==> src/rtl/retrig_hold_pkg.sv <==
package retrig_hold_pkg;
  // Gray-ordered codes keep the mode 0 state comparator narrow
  typedef enum logic [1:0] {
    ST_IDLE = 2'b00,
    ST_ON   = 2'b01,
    ST_HOLD = 2'b11
  } rh_state_e;
endpackage

==> src/rtl/retrig_hold_next.sv <==
module retrig_hold_next
  import retrig_hold_pkg::*;
#(
  parameter int TW = 2,
  parameter logic [TW-1:0] LIM = '0
) (
  input  rh_state_e       cur_i,
  input  logic            trig_i,
  input  logic [TW-1:0]   t_i,
  output rh_state_e       nxt_o
);
  always_comb begin
    nxt_o = cur_i;
    unique case (cur_i)
      ST_IDLE: if (trig_i) nxt_o = ST_ON;
      ST_ON:   if (!trig_i) nxt_o = ST_HOLD;
      ST_HOLD: begin
        if (trig_i)        nxt_o = ST_ON;
        else if (t_i == LIM) nxt_o = ST_IDLE;
      end
      default: nxt_o = ST_IDLE;
    endcase
  end
endmodule

==> src/rtl/retrig_hold_timer.sv <==
module retrig_hold_timer
  import retrig_hold_pkg::*;
#(
  parameter int TW = 2,
  parameter logic [TW-1:0] LIM = '0,
  parameter int MODE = 0
) (
  input  logic          clk,
  input  logic          rst,
  input  rh_state_e     cur_i,
  input  rh_state_e     nxt_i,
  output logic [TW-1:0] t_o
);
  generate
    if (MODE == 0) begin : g_clear_on_change
      always_ff @(posedge clk or posedge rst) begin
        if (rst)                 t_o <= '0;
        else if (cur_i != nxt_i) t_o <= '0;
        else if (t_o != LIM)     t_o <= t_o + 1'b1;
      end

      AST_CHANGE_CLEARS: assert property (@(posedge clk) disable iff (rst)
        (cur_i != nxt_i) |=> (t_o == '0));
    end else begin : g_wrap_at_limit
      logic [TW-1:0] lim_cur;
      always_comb lim_cur = (cur_i == ST_HOLD) ? LIM : '0;

      always_ff @(posedge clk or posedge rst) begin
        if (rst)                t_o <= '0;
        else if (t_o < lim_cur) t_o <= t_o + 1'b1;
        else                    t_o <= '0;
      end

      AST_UNTIMED_ZERO: assert property (@(posedge clk) disable iff (rst)
        (cur_i != ST_HOLD) |=> (t_o == '0));
    end
  endgenerate

  AST_NO_OVERFLOW: assert property (@(posedge clk) disable iff (rst)
    (t_o <= LIM));
endmodule

==> src/rtl/retrig_hold.sv <==
module retrig_hold
  import retrig_hold_pkg::*;
#(
  parameter int HOLD_T = 4,
  parameter int TIMER_MODE = 0
) (
  input  logic clk,
  input  logic rst,
  input  logic trig_i,
  output logic hold_o
);
  localparam int LIM_INT = HOLD_T - 2;
  localparam int TW = (LIM_INT < 2) ? 1 : $clog2(LIM_INT + 1);
  localparam logic [TW-1:0] LIM = TW'(LIM_INT);

  rh_state_e     cur, nxt;
  logic [TW-1:0] t;

  retrig_hold_next #(.TW(TW), .LIM(LIM)) u_next (
    .cur_i(cur), .trig_i(trig_i), .t_i(t), .nxt_o(nxt)
  );

  retrig_hold_timer #(.TW(TW), .LIM(LIM), .MODE(TIMER_MODE)) u_timer (
    .clk(clk), .rst(rst), .cur_i(cur), .nxt_i(nxt), .t_o(t)
  );

  always_ff @(posedge clk or posedge rst) begin
    if (rst) cur <= ST_IDLE;
    else     cur <= nxt;
  end

  always_comb hold_o = (cur != ST_IDLE);

  AST_RISE_FOLLOWS: assert property (@(posedge clk) disable iff (rst)
    trig_i |=> hold_o);
  AST_QUIET_STAYS_LOW: assert property (@(posedge clk) disable iff (rst)
    (!hold_o && !trig_i) |=> !hold_o);
  AST_DROP_AFTER_LOW: assert property (@(posedge clk) disable iff (rst)
    $fell(hold_o) |-> ($past(!trig_i) && $past(cur) == ST_HOLD));
  AST_HOLD_STARTS_ZERO: assert property (@(posedge clk) disable iff (rst)
    (cur == ST_ON && !trig_i) |=> (cur == ST_HOLD && t == '0));
endmodule

==> config.mk <==
export PLATFORM = sky130hd
export DESIGN_NAME = retrig_hold
export DESIGN_NICKNAME = d
export VERILOG_FILES = /design/src/rtl/retrig_hold_pkg.sv /design/src/rtl/retrig_hold_next.sv /design/src/rtl/retrig_hold_timer.sv /design/src/rtl/retrig_hold.sv
export SDC_FILE = /design/constraint.sdc
export NUM_CORES = 1
export LEC_CHECK = 0
export ABC_CLOCK_PERIOD_IN_PS = 1000
export BUFFER_PORTS_ARGS = -buffer_cell sky130_fd_sc_hd__buf_2
export CORE_AREA = 2 2 39 41
export CTS_CLUSTER_DIAMETER = 120
export DETAILED_ROUTE_END_ITERATION = 7
export DIE_AREA = 0 0 41 43
export RECOVER_POWER = 100
export SLEW_MARGIN = 10
export SYNTH_ARGS = -nofsm -noshare
export SYNTH_HDL_FRONTEND = slang
export SYNTH_SLANG_ARGS = --single-unit
==> constraint.sdc <==
create_clock -name clk -period 1 [get_ports clk]
set_input_delay 0.1 -clock clk [delete_from_list [all_inputs] [get_ports clk]]
set_output_delay 0.1 -clock clk [all_outputs]
set_load 0.01 [all_outputs]
; ---- Yosys cells after proc, flatten, opt, wreduce, memory -nomap -nowiden
; Index checks and enable logic that the tools add are counted.
[op_classes]
n_mux = 7
addsub = 1
eq_ne = 5
n_reduce_logical = 3
[op_table]
columns = op, count
row1 = two-way mux 2 bit, 6
row2 = one-hot mux 2 bit (3 select lines), 1
row3 = "== test 2 bit, second input constant", 2
row4 = nonzero test 2 bit, 2
row5 = "adder 2 x 1 -> 2 bit, second input constant", 1
row6 = "== test 2 x 1 -> 1 bit, second input constant", 1
row7 = zero test 2 bit, 1
row8 = inequality test 2 bit, 1
row9 = "inequality test 2 bit, second input constant", 1
[word_totals]
elab_cells = 18
out_inout_bits = 1
input_bits = 3
regBits = 4

; ---- Longest topological paths before layout
; Gate-level depths: netlist of the first run.
[depth]
ltp_word = 6
mapped_depth = 5
depth_no_buf = 5

; ---- By module
; A second synthesis of the first run with hierarchy kept.
[unflattened]
hier_cells = 22
hier_area_um2 = 221.5
[modules_own_cells]
columns = module, area_each_um2, n_inst, cells_per_inst, seq_area_each_um2
row1 = retrig_hold_timer, 123.9, 1, 12, 50.0
row2 = retrig_hold, 60.1, 1, 4, 50.0
row3 = retrig_hold_next, 37.5, 1, 6, 0.0

; ---- Worst setup path after synthesis of the first run
; No wires, ideal clock.
[synth_path]
path_type = reg2reg
startpoint = reg u_timer.t_o[0]
endpoint = reg u_timer.t_o[1]
setup_ns = 0.092
path_slack_ns = -0.083
n_path_buf = 0
required_ns = 0.908
period_less_slack_ns = 1.083
path_stages_with_launch = 6
t_arrival_ns = 0.991
cell_sequence = dfrtp_1 -> inv_1 -> ha_1 -> nor2_1 -> a21oi_1 -> o31ai_2
[synth_via]
elab_chain_len = 6
word_cells_on_any_way = 10
cone_classes = 1 x add/sub / 3 x eq/ne / 5 x mux / 1 x reduce/logical
[synth_lines]
columns = element, line_no
row1 = "start, declared", retrig_hold_timer.sv:12  ; output logic [TW-1:0] t_o
row2 = "start signal, assigned", retrig_hold_timer.sv:19  ; else if (t_o != LIM) t_o <= t_o + 1'b1;
row3 = == test 2 bit, retrig_hold_next.sv:19  ; else if (t_i == LIM) nxt_o = ST_IDLE;
row4 = two-way mux 2 bit, retrig_hold_next.sv:19
row5 = two-way mux 2 bit, retrig_hold_next.sv:18  ; if (trig_i) nxt_o = ST_ON;
row6 = one-hot mux 2 bit (3 select lines), retrig_hold_next.sv:14  ; unique case (cur_i)
row7 = inequality test 2 bit, retrig_hold_timer.sv:18  ; else if (cur_i != nxt_i) t_o <= '0;
row8 = two-way mux 2 bit / nonzero test 2 bit (equally long branches), --
; Parallel ways exist; a longest one is shown, timed or not. The select of a mux whose other input is x is not followed.
; A chain may end at the register's enable or synchronous reset.

; ---- Worst setup path in the final report of the first run
[layout_path]
startpoint = reg cur[1]
endpoint = out hold_o
[layout_via]
elab_chain_len = 1
[layout_lines]
columns = element, line_no
row1 = "start, declared", retrig_hold.sv:16  ; rh_state_e cur, nxt;
row2 = "start signal, assigned", retrig_hold.sv:29  ; else cur <= nxt;
row3 = nonzero test 2 bit, retrig_hold.sv:32  ; always_comb hold_o = (cur != ST_IDLE);
row4 = "end, declared", retrig_hold.sv:10  ; output logic hold_o
; No other way between the ends.

==> impl_metrics.env, run 1 <==
export IMPL_worst_hold_slack_ns=0.152
export IMPL_largest_net_degree_at_the_start_of_global_routing=7
export IMPL_tritoncts_num_sinks=4
export IMPL_max_clock_freq_ghz=0.938
export IMPL_die_area_sq_um=1760
export IMPL_cellPowerDensity_nw_per_um2=2990
export IMPL_worst_slew_pin_slew_ns=0.292
export IMPL_placed_cells=43
export IMPL_synthTopCellsByArea="sky130_fd_sc_hd__dfrtp_1 (45%), sky130_fd_sc_hd__o31ai_2 (11%), sky130_fd_sc_hd__xor2_1 (7.8%), sky130_fd_sc_hd__ha_1 (5.6%), sky130_fd_sc_hd__nand3_1 (4.5%)"
export IMPL_num_vias=199
export IMPL_drt_antenna_violating_nets=0
export IMPL_coreArea_sq_um=1380
export IMPL_synth_warnings=0
export IMPL_grt_pass1_vias=213
export IMPL_failed_checks="setup timing"
export IMPL_period_share=1.07
export IMPL_syn_area_per_cell_sq_um=10.2
export IMPL_grt_antenna_before_repair=0
export IMPL_placement_setup_slack_ns=-0.106
export IMPL_synthDominantCellAreaShare=0.447
export IMPL_fin_clk_skew_ns=0.00206
export IMPL_ctsRootBufferMaster="sky130_fd_sc_hd__clkbuf_4"
export IMPL_cts_htree_levels=1
export IMPL_ys_seq_area_frac=0.447
export IMPL_floorplan_initialDensity=0.162
export IMPL_initialDrtViolationCount=0
export IMPL_crit_fanout=2
export IMPL_drive_gt1_frac=0.647
export IMPL_peakVddDrop_v=0.00104
export IMPL_grt_pass1_wl_um=772
export IMPL_hold_removal_path_class="in -> reg"
export IMPL_cts_path_max_buffers=2
export IMPL_setup_worst_path_class="reg -> out"
export IMPL_grt_ovfl_total=0
export IMPL_clk_pin_slew_ns=0.04
export IMPL_drt_pass_1_iters=1
export IMPL_hpwlAfterDp_um=269
export IMPL_n_antenna_cell=0
export IMPL_cp_startpoint_kind="register"
export IMPL_setup_violations=3
export IMPL_syn_num_nets=26
export IMPL_post_route_drc=0
export IMPL_post_drt_wl_per_cell_um=9.98
export IMPL_post_synthesis_register_bit_count=4
export IMPL_yosys_area_top_type="sky130_fd_sc_hd__dfrtp_1"
export IMPL_cts_buffers=3
export IMPL_required_ns=0.90
export IMPL_ys_types=14
export IMPL_final_hold_violation_count=0
export IMPL_cts_tree="yes"
export IMPL_slew_headroom=0.805
export IMPL_number_of_pins_exceeding_their_max_slew_limit_in_the_final_report=0
export IMPL_io_buffers=3
export IMPL_die_h_um=43
export IMPL_synth_cell_area_sq_um=224
export IMPL_area_growth_syn_to_layout_pct=70.4
export IMPL_postLayoutSetupSlackWorst_ns=-0.0663
export IMPL_vias_per_cell=3.98
export IMPL_chipWidth_um=41
export IMPL_global_route_usage_total=0.0693
export IMPL_power_static_leakage_uw=0.000168
export IMPL_post_layout_nonfiller_instances=50
export IMPL_critical_path_capture_point_type="output port"
export IMPL_nNetsFinal=40
export IMPL_outcome="complete, but fails checks"
export IMPL_worst_endpoint_arrival_ns=0.97
export IMPL_place_gp_congestion=0.684
export IMPL_unrepaired_setup_endpoints_after_global_routing="true"
export IMPL_ios=4
export IMPL_insertion_delay_ns=0.23
export IMPL_routed_wirelength_um=499
export IMPL_synth_cells=22
export IMPL_max_cap_violations=0
export IMPL_fp_rows=14
export IMPL_fin_crit_ns=1.07
worst paths after layout:
check,start,end,slack [ns],cells after the start
max in group asynchronous,rst,cur[0]$_DFF_PP0_,0.54,3
min reg2reg,cur[0]$_DFF_PP0_,cur[0]$_DFF_PP0_,0.62,2
max,cur[1]$_DFF_PP0_,hold_o,-0.07,2
min in group asynchronous,rst,u_timer.t_o[0]$_DFFE_PP0P_,0.30,3
min,trig_i,cur[0]$_DFF_PP0_,0.15,2
max reg2reg,u_timer.t_o[0]$_DFFE_PP0P_,u_timer.t_o[1]$_DFFE_PP0P_,-0.04,5
per-stage QoR:
step                      setup TNS (ns)  power (uW)   util  instance area (sq um)
final                             -0.131        1140  0.276                    382
after global routing              -0.269        1200  0.276                    382
after CTS                         -0.107        1060  0.256                    354
after detailed placement          -0.232         632  0.198                    274
after global placement            -0.222         632  0.198                    274
after floorplan                   -0.133         537      -                    224
worst max-delay path, cell delays in order, from the launching register on:
cell	delay (ns)
sky130_fd_sc_hd__dfrtp_1	0.37
sky130_fd_sc_hd__or2_4	0.25
sky130_fd_sc_hd__buf_6	0.12
layer usage:
layer	track usage	share of wire	wire length, um
met1	0.0677	0.39	197
met2	0.103	0.58	291
met3	0.0157	0.020	10
met4	0.0800	0	0
met5	0	0	0
layout by cell type (no fill, tap or decap), drive strengths merged:
cell / Yosys / final
and2: 1 / 1
clkbuf: 0 / 3
nand2: 1 / 1
dlygate4sd3: 0 / 1
a21oi: 1 / 1
xor2: 2 / 2
nand3: 2 / 2
or2: 1 / 1
ha: 1 / 1
buf: 0 / 8
and2b: 1 / 1
inv: 2 / 2
nor2: 2 / 2
o31ai: 2 / 2
nor2b: 1 / 1
o22a: 1 / 1
dfrtp: 4 / 4
flip-flops by register name, summed over array words and instances, names as in the netlist:
signal / flops
cur: 2
u_timer.t_o: 2
logic make-up (layout without fill, tap and decap cells):
family          count (synthesis)  count (layout)  synth area share
compound gates                  4               4             0.173
xor+xnor                        2               2            0.0782
fa+ha+maj                       1               1            0.0559
buf+inv                         2              14            0.0335
flops                           4               4             0.447
simple gates                    9               9             0.212
report_power, final:
part	internal [uW]	switching, uW	total [uW]
Sequential	226	46.7	273
Clock	134	63.1	197
Combinational	361	309	671
Total	722	419	1140
repair_timing:
item,CTS,global route
pin swaps,0,4
hold endpoints to repair,4,0
gates resized for setup,8,6
endpoints found under the setup margin,5,5
buffers inserted,2,1
cloned,0,0
hold buffers,1,0
synthesized netlist by cell type (all sizes together):
| cell type | number |
|---|---|
| nor2 | 2 |
| ha | 1 |
| and2b | 1 |
| o31ai | 2 |
| nand2 | 1 |
| a21oi | 1 |
| xor2 | 2 |
| o22a | 1 |
| or2 | 1 |
| dfrtp | 4 |
| nand3 | 2 |
| and2 | 1 |
| nor2b | 1 |
| inv | 2 |
cell type report:
type / instances / area [sq um]
Fill cell: 144 / 1000
Multi-Input combinational cell: 16 / 163
Sequential cell: 4 / 100
Timing Repair Buffer: 9 / 68.8
Clock buffer: 3 / 22.5
Tap cell: 16 / 20.0
Inverter: 2 / 7.51
Note: power is estimated with default switching activity, not from simulation.
==> run 2, diff against run 1 <==
- SYNTH_HIERARCHICAL: default -> 1
- TNS_END_PERCENT: default -> 20
==> run 2 against run 1 <==
Against the previous run: the flow still finishes with violations (setup timing); non-clock buffer count rose by 5; area after synthesis fell by 1.1%; maximum frequency fell by 17%.
==> impl_metrics.env, run 2 <==
export IMPL_outcome="complete, but fails checks"
export IMPL_failed_checks="setup timing"
export IMPL_worst_endpoint_arrival_ns=1.42
export IMPL_multiInputGateArea_sq_um=129
export IMPL_ctsRootBufferMaster="sky130_fd_sc_hd__clkbuf_4"
export IMPL_yosys_area_top_type="sky130_fd_sc_hd__dfrtp_1"
export IMPL_filler_cells=166
export IMPL_syn_area_per_cell_sq_um=10.1
export IMPL_synthTopCellsByArea="sky130_fd_sc_hd__dfrtp_1 (45%), sky130_fd_sc_hd__xor2_1 (12%), sky130_fd_sc_hd__inv_1 (8.5%), sky130_fd_sc_hd__a211oi_2 (5.6%), sky130_fd_sc_hd__ha_1 (5.6%)"
export IMPL_synth_cells=22
export IMPL_layout_area_seq_sq_um=101
export IMPL_power_static_leakage_uw=0.000192
export IMPL_ff2ff_path_depth=4
export IMPL_grt_pass1_wl_um=814
export IMPL_period_share=1.28
export IMPL_post_synthesis_register_bit_count=4
export IMPL_grt_pass1_vias=219
export IMPL_post_route_drc=0
export IMPL_cellPowerDensity_nw_per_um2=2640
export IMPL_max_cap_violations=0
export IMPL_chipWidth_um=41
export IMPL_slew_headroom=0.816
export IMPL_cts_tree="yes"
export IMPL_layout_cells_most_common="sky130_fd_sc_hd__buf_4"
export IMPL_die_area_sq_um=1760
export IMPL_setup_worst_path_start="u_timer/t_o[1]$_DFFE_PP0P_"
export IMPL_io_buffers=3
export IMPL_cpLargestDelayFamily="flip-flops"
export IMPL_xor_xnor_fraction_of_synth_area=0.119
export IMPL_drt_antenna_violating_nets=0
export IMPL_ios=4
export IMPL_setup_worst_path_class="reg -> reg"
export IMPL_cts_buffers=3
export IMPL_synth_warnings=6
export IMPL_peakVddDrop_v=0.000706
export IMPL_hpwlAfterDp_um=346
export IMPL_post_synth_fa_ha_maj_area_fraction=0.0565
export IMPL_post_synth_top_count_cell="sky130_fd_sc_hd__inv_1"
export IMPL_post_drt_wl_per_cell_um=10.3
export IMPL_floorplan_initialDensity=0.160
export IMPL_r2r_setup_slk_ns=-0.28
export IMPL_cp_startpoint_kind="register"
export IMPL_fin_clk_skew_ns=0.00136
export IMPL_fin_tns_setup_ns=-1.11
export IMPL_syn_num_nets=26
export IMPL_insertion_delay_ns=0.23
export IMPL_top_library_cells_by_usage_in_the_layout_fill_and_taps_aside="sky130_fd_sc_hd__buf_4 (6), sky130_fd_sc_hd__inv_1 (5), sky130_fd_sc_hd__buf_6 (4)"
export IMPL_synth_enable_flop_cells=0
export IMPL_critical_path_max_stage_delay_ns=0.37
export IMPL_postLayoutSetupSlackWorst_ns=-0.285
export IMPL_routed_wirelength_um=565
export IMPL_final_core_util=0.293
export IMPL_coreArea_sq_um=1380
export IMPL_synthDominantCellAreaShare=0.452
export IMPL_unrepaired_setup_endpoints_after_global_routing="true"
export IMPL_cts_htree_levels=1
export IMPL_complex_gate_fraction_of_the_synthesized_area=0.130
export IMPL_max_clock_freq_ghz=0.778
export IMPL_place_gp_congestion=0.637
export IMPL_drt_pass_1_iters=1
export IMPL_post_synth_most_frequent_cells="sky130_fd_sc_hd__inv_1 (5), sky130_fd_sc_hd__dfrtp_1 (4), sky130_fd_sc_hd__xor2_1 (3)"
export IMPL_initialDrtViolationCount=0
export IMPL_final_hold_violation_count=0
export IMPL_grt_ovfl_total=0
export IMPL_ys_seq_area_frac=0.452
export IMPL_critical_path_buf_inv_count=1
export IMPL_postSynth_asyncResetShare=1.00
export IMPL_critical_path_endpoint="u_timer/t_o[1]$_DFFE_PP0P_"
export IMPL_tritoncts_num_sinks=4
export IMPL_synth_cell_area_sq_um=221
export IMPL_fp_rows=14
export IMPL_post_synth_mux_area_share=0
export IMPL_setup_violations=5
export IMPL_clk_pin_slew_ns=0.04
export IMPL_nNetsFinal=45
export IMPL_drive_gt1_frac=0.513
export IMPL_synth_top_flop_cell="sky130_fd_sc_hd__dfrtp_1"
export IMPL_grt_antenna_before_repair=0
export IMPL_biggestRegsByFlops="cur (2), u_timer/t_o (2)"
export IMPL_worstReg2RegStart="u_timer/t_o[1]$_DFFE_PP0P_"
export IMPL_num_vias=211
export IMPL_p_total_uw=1070
export IMPL_worst_slew_pin_slew_ns=0.276
export IMPL_area_growth_syn_to_layout_pct=83.1
export IMPL_critical_path_cell_chain="buf_4 -> ha_1 -> or2_0 -> a211oi_2"
export IMPL_vias_per_cell=3.84
export IMPL_n_antenna_cell=0
export IMPL_synth_top_family_by_area="simple AND/OR/NAND/NOR gates"
export IMPL_cts_path_max_buffers=2
export IMPL_hold_removal_path_class="in -> async"
export IMPL_critical_path_slowest_cell="sky130_fd_sc_hd__dfrtp_1"
export IMPL_fin_crit_ns=1.28
export IMPL_count_of_cell_instances_traversed_by_the_critical_path=4
export IMPL_global_route_usage_total=0.0747
export IMPL_required_ns=1.14
export IMPL_crit_fanout=3
export IMPL_number_of_pins_exceeding_their_max_slew_limit_in_the_final_report=0
export IMPL_critical_path_capture_point_type="register"
export IMPL_synth_simple_area_share=0.158
export IMPL_largest_net_degree_at_the_start_of_global_routing=5
export IMPL_regToRegEndpoint="u_timer/t_o[1]$_DFFE_PP0P_"
export IMPL_die_h_um=43
export IMPL_ys_types=13
run 2: cell type report:
class,instances,area share
multi-input cells,13,0.318
repair buffers,14,0.281
flip-flops and latches,4,0.250
clock buffers,3,0.0556
well taps,16,0.0494
inverters,5,0.0463
run 2: per-stage QoR:
stage | instance area [sq um] | hold WS, ns | setup WS [ns] | instances
3_3_place_gp | 294 | -0.0366 | -0.312 | 46
2_1_floorplan | 221 | -0.159 | -0.193 | 22
4_1_cts | 374 | 0.256 | -0.283 | 54
3_5_place_dp | 294 | -0.0356 | -0.311 | 46
5_1_grt | 405 | 0.278 | -0.383 | 55
6_report | 405 | 0.255 | -0.285 | 55
run 2: how the worst min path moves through the flow:
stage                     slack (ns)  startpoint  cells past startpoint                    endpoint
after global placement         -0.04         rst                      2  u_timer/t_o[0]$_DFFE_PP0P_
after global routing            0.28         rst                      3  u_timer/t_o[1]$_DFFE_PP0P_
after floorplan                -0.16         rst                      1            cur[0]$_DFF_PP0_
after detailed placement       -0.04         rst                      2  u_timer/t_o[1]$_DFFE_PP0P_
final                           0.26         rst                      3  u_timer/t_o[1]$_DFFE_PP0P_
after CTS                       0.26         rst                      3  u_timer/t_o[1]$_DFFE_PP0P_
run 2: worst reg2reg max path: stages, from the launching register on:
cell and delay [ns]:
sky130_fd_sc_hd__dfrtp_1 0.37, sky130_fd_sc_hd__buf_4 0.15, sky130_fd_sc_hd__ha_1 0.26, sky130_fd_sc_hd__or2_0 0.22
sky130_fd_sc_hd__a211oi_2 0.20
run 2: routing by layer:
metal | share of wire | GRT usage
met5 | 0 | 0
met4 | 0 | 0.0600
met3 | 0.057 | 0.0157
met2 | 0.64 | 0.125
met1 | 0.30 | 0.0721
run 2: cell families (layout without fill, tap and decap cells):
logic type | count (synthesis) | in the layout
flip-flops | 4 | 4
adder cells (fa/ha/maj) | 1 | 1
AND/OR/NAND/NOR | 6 | 6
XOR/XNOR | 3 | 3
buffers and inverters | 5 | 22
AO/OA/AOI/OAI | 3 | 3
run 2: repair_timing:
| item | CTS | global route |
|---|---|---|
| endpoints found under the hold margin | 4 | 0 |
| endpoints found under the setup margin | 5 | 5 |
| gates resized for setup | 4 | 5 |
| hold buffers | 1 | 0 |
| pin swaps | 8 | 5 |
| buffers inserted | 4 | 1 |
run 2: power by group:
| part | switching, uW | internal (uW) |
|---|---|---|
| clock | 59.0 | 134 |
| combinational | 242 | 351 |
| sequential | 57.6 | 226 |
==> run 3, diff against run 2 <==
- ABC_CLOCK_PERIOD_IN_PS: 1000 -> 1350
- clock period: 1 -> 1.35 ns (I/O delays scaled with it)
==> run 3 against run 2 <==
Against the previous run: the run now ends clean; maximum frequency shrank 2.4%; clock power decreased by 27%; register-to-register slack gained 0.32 ns; wire length shrank 30%; clock skew decreased by 0.00071 ns; die area unchanged; first-iteration DRC count is the same; non-clock buffer count fell by 7; critical endpoint unchanged.
==> impl_metrics.env, run 3 (same netlist as run 2, synthesis figures left out) <==
export IMPL_min_path_cells=2
export IMPL_cts_path_max_buffers=2
export IMPL_chipWidth_um=41
export IMPL_final_core_util=0.245
export IMPL_required_ns=1.49
export IMPL_peakVddDrop_v=0.000512
export IMPL_period_share=0.975
export IMPL_whs_endpoint="cur[1]$_DFF_PP0_"
export IMPL_clockPowerShare=0.218
export IMPL_hold_removal_path_class="in -> reg"
export IMPL_io_buffers=3
export IMPL_grt_pass1_wl_um=572
export IMPL_sw_frac_of_total=0.345
export IMPL_post_drt_wl_per_cell_um=8.19
export IMPL_coreArea_sq_um=1380
export IMPL_regToRegEndpoint="u_timer/t_o[1]$_DFFE_PP0P_"
export IMPL_crit_fanout=3
export IMPL_area_growth_syn_to_layout_pct=53.1
export IMPL_power_static_leakage_uw=0.000153
export IMPL_grt_util_met3=0.0157
export IMPL_routed_wirelength_um=393
export IMPL_worst_hold_slack_ns=0.145
export IMPL_worst_endpoint_arrival_ns=1.46
export IMPL_drive_gt1_frac=0.438
export IMPL_critical_path_capture_point_type="register"
export IMPL_tritoncts_num_sinks=4
export IMPL_drt_antenna_violating_nets=0
export IMPL_groute_layer_met1_usage=0.0682
export IMPL_critical_path_slowest_cell="sky130_fd_sc_hd__dfrtp_1"
export IMPL_max_cap_violations=0
export IMPL_cellPowerDensity_nw_per_um2=1910
export IMPL_insertion_delay_ns=0.23
export IMPL_worst_slew_pin_slew_ns=0.280
export IMPL_ctsRootBufferMaster="sky130_fd_sc_hd__clkbuf_4"
export IMPL_hpwlAfterDp_um=310
export IMPL_floorplan_initialDensity=0.160
export IMPL_finish_instance_area_sq_um=339
export IMPL_num_vias=177
export IMPL_filler_cells=157
export IMPL_max_clock_freq_ghz=0.760
export IMPL_post_route_drc=0
export IMPL_fin_crit_ns=1.32
export IMPL_cts_buffers=3
export IMPL_p_total_uw=647
export IMPL_grt_antenna_before_repair=0
export IMPL_layout_cells_most_common="sky130_fd_sc_hd__inv_1"
export IMPL_fin_clk_skew_ns=0.000655
export IMPL_min_from="trig_i"
export IMPL_fp_rows=14
export IMPL_pwr_share_seq=0.345
export IMPL_post_dp_cell_area_sq_um=256
export IMPL_slew_headroom=0.813
export IMPL_n_antenna_cell=0
export IMPL_biggestRegsByFlops="cur (2), u_timer/t_o (2)"
export IMPL_setup_worst_path_class="reg -> reg"
export IMPL_number_of_pins_exceeding_their_max_slew_limit_in_the_final_report=0
export IMPL_cp_startpoint_kind="register"
export IMPL_cts_htree_levels=1
export IMPL_largest_net_degree_at_the_start_of_global_routing=6
export IMPL_global_route_peak_usage_layer="met1"
export IMPL_setup_violations=0
export IMPL_worstReg2RegStart="u_timer/t_o[1]$_DFFE_PP0P_"
export IMPL_drt_pass_1_iters=1
export IMPL_die_h_um=43
export IMPL_nNetsFinal=38
export IMPL_place_gp_congestion=0.662
export IMPL_final_hold_violation_count=0
export IMPL_top_library_cells_by_usage_in_the_layout_fill_and_taps_aside="sky130_fd_sc_hd__inv_1 (5), sky130_fd_sc_hd__clkbuf_4 (3), sky130_fd_sc_hd__buf_4 (3), sky130_fd_sc_hd__xor2_1 (3)"
export IMPL_grt_pass1_vias=151
export IMPL_r2r_setup_slk_ns=0.03
export IMPL_unrepaired_setup_endpoints_after_global_routing="true"
export IMPL_clk_pin_slew_ns=0.03
export IMPL_critical_path_max_stage_delay_ns=0.40
export IMPL_met2_usage=0.0594
export IMPL_global_route_usage_total=0.0524
export IMPL_ff2ff_path_depth=4
export IMPL_die_area_sq_um=1760
export IMPL_switchingPower_uw=223
export IMPL_cts_tree="yes"
export IMPL_outcome="finished clean"
export IMPL_grt_ovfl_total=0
export IMPL_share_comb_of_total_power=0.437
export IMPL_critical_path_cell_chain="buf_4 -> ha_1 -> or2_0 -> a211oi_2"
export IMPL_power_internal_uw=424
export IMPL_vias_per_cell=3.69
export IMPL_initialDrtViolationCount=0
export IMPL_ios=4
-- run 3: timing repair --
item / 4_1_cts / 5_1_grt
hold buffers: 1 / 0
buffers inserted: 0 / 3
gates resized for setup: 1 / 5
pin swaps: 0 / 4
endpoints found under the hold margin: 4 / 0
setup endpoints to repair: 1 / 2
-- run 3: worst max-delay path by stage --
stage / to / startpoint / slack, ns
after floorplan: u_timer/t_o[0]$_DFFE_PP0P_ / cur[1]$_DFF_PP0_ / 0.16
after global placement: u_timer/t_o[0]$_DFFE_PP0P_ / u_timer/t_o[1]$_DFFE_PP0P_ / 0.03
after detailed placement: u_timer/t_o[0]$_DFFE_PP0P_ / u_timer/t_o[1]$_DFFE_PP0P_ / -0.01
after CTS: u_timer/t_o[0]$_DFFE_PP0P_ / cur[0]$_DFF_PP0_ / 0.008
after global routing: u_timer/t_o[0]$_DFFE_PP0P_ / cur[1]$_DFF_PP0_ / -0.05
final: u_timer/t_o[1]$_DFFE_PP0P_ / u_timer/t_o[1]$_DFFE_PP0P_ / 0.03
-- run 3: power by group through the flow --
stage / sequential [uW] / clock [uW] / combinational [uW]
6_report: 223 / 141 / 283
3_5_place_dp: 214 / 0 / 206
5_1_grt: 233 / 151 / 319
3_3_place_gp: 210 / 0 / 198
2_1_floorplan: 202 / 0 / 168
4_1_cts: 213 / 151 / 218
-- run 3: metrics by stage --
stage,cells,setup TNS (ns),setup slack [ns]
4_1_cts,45,0,0.00808
5_1_grt,48,-0.0595,-0.0458
6_report,48,0,0.0338
2_1_floorplan,22,0,0.155
3_3_place_gp,41,0,0.0264
3_5_place_dp,41,-0.0109,-0.0109
-- run 3: final cells by class --
| cell class | instances | area (sq um) | share of cell area |
|---|---|---|---|
| clock buffer | 3 | 22.5 | 0.0664 |
| tap | 16 | 20.0 | 0.0590 |
| inverter | 5 | 18.8 | 0.0554 |
| timing repair buffer | 7 | 46.3 | 0.137 |
| multi-input combinational | 13 | 129 | 0.380 |
| sequential | 4 | 103 | 0.303 |
-- run 3: metal layers --
| layer | wire, um | part of all wire | vias to the layer above |
|---|---|---|---|
| li1 | - | - | 93 |
| met1 | 179 | 0.46 | 80 |
| met2 | 187 | 0.48 | 4 |
| met3 | 27 | 0.069 | 0 |
| met4 | 0 | 0 | 0 |
| met5 | 0 | 0 | - |
-- run 3: worst max-delay path: cells and delay by family (launching register included) --
kind / cells / cell delay, ns
simple gates: 1 / 0.21
compound gates: 1 / 0.22
buf+inv: 1 / 0.15
fa+ha+maj: 1 / 0.25
flops: 1 / 0.40
